--- config.mk ---
export PLATFORM = sky130hd
export DESIGN_NAME = zbt_sram
export DESIGN_NICKNAME = d
export VERILOG_FILES = /design/src/rtl/zbt_sram.sv
export SDC_FILE = /design/constraint.sdc
export NUM_CORES = 2
export LEC_CHECK = 0
export BUFFER_PORTS_ARGS = -buffer_cell sky130_fd_sc_hd__buf_2
export CORE_MARGIN = 3
export CORE_UTILIZATION = 40
export DETAILED_ROUTE_END_ITERATION = 8
export RECOVER_POWER = 50
export SETUP_SLACK_MARGIN = 0.4
export SLEW_MARGIN = 30
export SYNTH_ARGS = -nofsm -noshare
export SYNTH_HDL_FRONTEND = slang
export SYNTH_SLANG_ARGS = --single-unit
export TNS_END_PERCENT = 30
--- constraint.sdc ---
create_clock -name clk -period 2.9 [get_ports clk]
set_input_delay 0.58 -clock clk [delete_from_list [all_inputs] [get_ports clk]]
set_output_delay 0.58 -clock clk [all_outputs]
set_load 0.005 [all_outputs]
--- src/rtl/zbt_sram.sv ---
module zbt_sram #(
  parameter int AW     = 6,
  parameter int NB     = 4,
  parameter int BYTE_W = 9,
  localparam int DW    = NB * BYTE_W,
  localparam int DEPTH = 1 << AW
) (
  input  logic          clk,
  input  logic          rst_n,
  input  logic          cen_n,
  input  logic          ce1_n,
  input  logic          ce2,
  input  logic          ce3_n,
  input  logic          adv_ld_n,
  input  logic          rd_wr_n,
  input  logic [NB-1:0] bw_n,
  input  logic [AW-1:0] addr,
  input  logic          lin_order,
  input  logic          oe_n,
  input  logic          sleep,
  input  logic [DW-1:0] din,
  output logic [DW-1:0] dout,
  output logic          dout_en
);

  logic [DW-1:0] mem [DEPTH];

  logic          b_act, b_rd;
  logic [AW-1:0] b_base;
  logic [1:0]    b_cnt;

  logic          s1_v, s1_rd, s2_v, s2_rd;
  logic [AW-1:0] s1_a, s2_a;
  logic [NB-1:0] s1_bw, s2_bw;
  logic          drv_q;
  logic [DW-1:0] q;

  wire en   = !cen_n && !sleep;
  wire sel  = !ce1_n && ce2 && !ce3_n;
  wire load = !adv_ld_n && sel;
  wire adv  = adv_ld_n && b_act;

  wire [1:0] nxt_cnt = b_cnt + 2'd1;
  wire [1:0] nxt_lo  = lin_order ? (b_base[1:0] + nxt_cnt) : (b_base[1:0] ^ nxt_cnt);

  always_ff @(posedge clk or negedge rst_n) begin
    if (!rst_n) begin
      s1_v   <= 1'b0;
      s1_rd  <= 1'b0;
      s1_a   <= '0;
      s1_bw  <= '1;
      s2_v   <= 1'b0;
      s2_rd  <= 1'b0;
      s2_a   <= '0;
      s2_bw  <= '1;
      b_act  <= 1'b0;
      b_rd   <= 1'b0;
      b_base <= '0;
      b_cnt  <= '0;
      drv_q  <= 1'b0;
    end else if (en) begin
      s2_v  <= s1_v;
      s2_rd <= s1_rd;
      s2_a  <= s1_a;
      s2_bw <= s1_bw;
      s1_v  <= load || adv;
      s1_rd <= load ? rd_wr_n : b_rd;
      s1_a  <= load ? addr : {b_base[AW-1:2], nxt_lo};
      s1_bw <= bw_n;
      if (!adv_ld_n) begin
        b_act  <= sel;
        b_base <= addr;
        b_cnt  <= '0;
        b_rd   <= rd_wr_n;
      end else if (b_act) begin
        b_cnt <= nxt_cnt;
      end
      drv_q <= s2_v && s2_rd;
    end
  end

  always_ff @(posedge clk) begin
    if (en && s2_v) begin
      if (s2_rd) begin
        q <= mem[s2_a];
      end else begin
        for (int b = 0; b < NB; b++)
          if (!s2_bw[b]) mem[s2_a][b*BYTE_W +: BYTE_W] <= din[b*BYTE_W +: BYTE_W];
      end
    end
  end

  assign dout    = q;
  assign dout_en = drv_q && !oe_n;

endmodule

==> flow_summary_export.csv <==
group,metric,value,unit
floorplan,coreArea,225000,sq um
critical_path,crit_slowest_cell,"dfrtp_4",
sta,max_freq,333,MHz
place,gp_congestion,0.917,
sta,layout_setup_ws,-0.0990,ns
sta,tightestPinTransition,2.65,ns
power,intPower,63100,uW
finish,fin_nets,6299,
power,switching_share,29.4,%
critical_path,crit_arrival,3.62,ns
synth,synth_cells,5374,
run_status,status,"finished with violations",
critical_path,critPathMaxStageDelay,0.54,ns
routing,via_count,58100,
sta,final-setup-viol-count,11,
synth,async_reset_ff_share,1.47,%
power,p_leak,0.0365,uW
place,dp.cells,8851,
synth,synth-seq-cells,2375,
routing,final_antenna_net_count,0,
critical_path,crit_type,"reg -> reg",
routing,firstDrtPassIters,8,
synth,ys.flop_type,"edfxtp_1",
grt,grtUsageTotal,26.0,%
sta,slew_violations,1029,
floorplan,io_pins,94,
sta,rsz0062_at_grt,"true",
sta,period_share,103,%
routing,routedWlPerCell,33.1,microns
critical_path,crit_chain,"buf_12 > buf_16 > nor2b_4 > buf_6 > clkbuf_16 > buf_12 > a22oi_2 > o22ai_4 > nor4_4 > o221ai_2 > or3_1",
synth,syn_avg_cell_area,16.9,sq um
routing,drt_iter0_drc,8398,
routing,vias_per_cell,6.15,
finish,postLayoutCellArea,113000,sq um
sta,finalClockSkew,0.0358,ns
critical_path,cp_common_cell,"buf_12",
synth,synth_fp_nets,5432,
grt,grt_max_degree,81,
sta,post-route-min-period,3.00,ns
synth,synth-edff-count,2340,
finish,stdcell_count,9447,
finish,ff_latch_area,71200,sq um
finish,drive_gt1_share,29.0,%
critical_path,cp_max_fo,8,
synth,yosys.area.top_type,"edfxtp_1",
grt,grt_pass1_wl,427,mm
routing,drc,0,
synth,yosysSeqAreaShare,78.4,%
grt,gr-total-overflow,0,
clock_network,cts.clk_slew.worst_paths,0.07,ns
critical_path,crit_required,3.52,ns
power,p_per_area,794,nW/um^2
place,hpwl,203,mm
synth,netlist_area,90700,sq um
synth,yosysWarningCount,0,
finish,nFillCells,18500,
clock_network,cts_buffers,230,
floorplan,initial_core_util,40.3,%
place,post-place-ws,-0.249,ns
power,seqPwrFrac,42.7,%
critical_path,worst-path-buf-inv,5,
place,port_buffers,93,
power,combPwrFrac,24.1,%
routing,wl,313,mm
power,vdd_drop_max,863,uV
job,maxCapViolCount,27,
finish,fin_util,50.0,%
floorplan,die_area,233000,sq um
sta,hold_viol,0,
clock_network,cts_max_level,4,
place,dpl_cell_area,101000,sq um
clock_network,clock-sinks,2375,
synth,ys_types,56,
critical_path,start_kind,"register",
sta,tns,-0.314,ns
synth,synth.area.top_cells,"edfxtp_1, a22oi_1, a221oi_1",
power,p_clk_share,33.3,%
finish,multi_input_area,19800,sq um
critical_path,critPathCaptureType,"register",
clock_network,clk_latency,0.90,ns
critical_path,critPathTopFamily,"simple AND/OR/NAND/NOR gates",
sta,slew_headroom,-76.4,%
floorplan,die_w,482,microns
clock_network,clk_path_buf_depth,3,
grt,antenna_found_initial,28,
clock_network,cts_tree,"yes",
clock_network,cts-root-buf,"clkbuf_16",
floorplan,fp.dieH,482,microns
synth,netlist.area_leader.share,77.5,%
power,netSwitchingPower,26200,uW
grt,grt_pass1_vias,56000,
floorplan,placementRows,174,
run_status,violations,"capacitance limit, slew limit, setup timing",
min_path,hold_path_class,"in -> reg",
finish,area_growth,24.0,%
through the flow:
stage | total power, uW | hold WS, ns
after CTS | 87800 | 0.0253
after floorplan | 47700 | 0.284
after global routing | 91600 | 0.129
after global placement | 56700 | 0.445
after detailed placement | 56800 | 0.444
final | 89300 | 0.114
kinds of logic after synthesis:
family | synth area share, %
multiplexers | 3.94
flip-flops | 78.4
AO/OA/AOI/OAI | 11.9
buffers and inverters | 2.05
adder cells (fa/ha/maj) | 0.0138
XOR/XNOR | 0.0290
AND/OR/NAND/NOR | 3.68
state kept, by name, summed over array words and instances, names as in the netlist:
name and cells:
s1_rd 1, s2_bw 4, s2_v 1, s2_rd 1, dout 36, s2_a 6
drv_q 1, s1_a 6, b_act 1, s1_v 1, b_cnt 2, s1_bw 4
b_base 6, b_rd 1, mem 2304
placed cells by master, fill, tap and decap left out, types with 45 or more instances in the layout:
| cell | count |
|---|---|
| buf_2 | 62 |
| a22oi_2 | 52 |
| buf_6 | 62 |
| clkbuf_16 | 243 |
| edfxtp_1 | 2340 |
| o21ai_1 | 45 |
| a22oi_1 | 395 |
| clkinv_2 | 53 |
| a21oi_1 | 90 |
| clkbuf_1 | 122 |
| o22ai_1 | 207 |
| a22o_1 | 57 |
| clkinv_1 | 59 |
| o21ai_0 | 108 |
| nor2_1 | 346 |
| buf_4 | 613 |
| mux2_2 | 197 |
| a221oi_2 | 96 |
| buf_12 | 161 |
| mux2i_1 | 85 |
| nand2_1 | 226 |
| a221oi_1 | 233 |
worst paths after layout:
| kind | startpoint | end | slack (ns) | cells after the start |
|---|---|---|---|---|
| worst max-delay path | s2_a[2]$_DFFE_PN0P_ | dout[29]$_DFFE_PP_ | -0.1 | 11 |
| worst min-delay path | ce1_n | b_act$_DFFE_PN0P_ | 0.11 | 3 |
| worst max register to register | s2_a[2]$_DFFE_PN0P_ | dout[29]$_DFFE_PP_ | -0.1 | 11 |
| worst min register to register | s1_bw[2]$_DFFE_PN1P_ | s2_bw[2]$_DFFE_PN1P_ | 0.45 | 2 |
| max in group asynchronous | rst_n | s2_a[2]$_DFFE_PN0P_ | 2.20 | 2 |
| min in group asynchronous | rst_n | b_base[2]$_DFFE_PN0P_ | 0.25 | 2 |
cell usage after synthesis, types with 3 or more instances:
cell type and number:
nor3_1 45, o211ai_1 4, xnor2_1 3, nand2_1 252, o22ai_1 229, buf_4 10
dfstp_2 8, mux2i_1 85, o21ai_0 164, clkbuf_1 223, a31oi_1 33, mux4_2 22
inv_1 3, a22oi_1 447, and3_1 5, nand2b_1 3, nor2b_1 9, nand3_1 22
dfrtp_1 27, a221oi_1 337, o221ai_1 18, a222oi_1 16, buf_6 13, nand4_1 5
nor4_1 15, or4_1 16, a22o_1 57, nor2_1 385, or2_2 3, buf_1 36
a21oi_1 114, a211o_1 15, a221o_1 34, nand3b_1 4, edfxtp_1 2340, nor3b_1 3
buf_2 128, or3_1 21, mux2_2 198
layer usage:
layer | vias to the layer above | routed length, microns | GRT usage [%] | part of all wire [%]
met5 | - | 96 | 0 | 0.031
met4 | 16 | 17300 | 12.2 | 5.5
met3 | 683 | 38900 | 7.31 | 12
met2 | 3813 | 141000 | 39.8 | 45
met1 | 29700 | 115000 | 34.4 | 37
li1 | 23800 | - | - | -
power by group through the flow:
stage	Sequential [uW]	Combinational, uW	Clock (uW)
finish	38100	21500	29700
global route	38100	22200	31300
CTS	38100	19800	29900
detailed placement	38800	18000	0
global placement	38800	17900	0
floorplan	38700	9000	0
worst register-to-register path: cells and delay by family, from the launching register on:
kind	cells	cell delay, ns
compound gates	3	0.55
flops	1	0.54
simple gates	3	0.86
buf+inv	5	0.80
area by class of cell:
class | count | share of cell area, %
Clock buffer | 278 | 5.34
Timing Repair Buffer | 1043 | 9.16
Tap cell | 2992 | 3.33
Clock inverter | 156 | 1.28
Sequential cell | 2375 | 63.2
Multi-Input combinational cell | 2586 | 17.6
Antenna cell | 12 | 0.0267
Inverter | 5 | 0.0311
what timing repair did:
| action | CTS | global route |
|---|---|---|
| endpoints found under the hold margin | 46 | 0 |
| buffers inserted | 69 | 28 |
| resized for setup | 310 | 259 |
| setup endpoints to repair | 1337 | 1721 |
| hold buffers | 14 | 0 |
| pin swaps | 82 | 84 |
| gates cloned | 21 | 18 |
No activity file was read; power rests on OpenSTA's default activity.
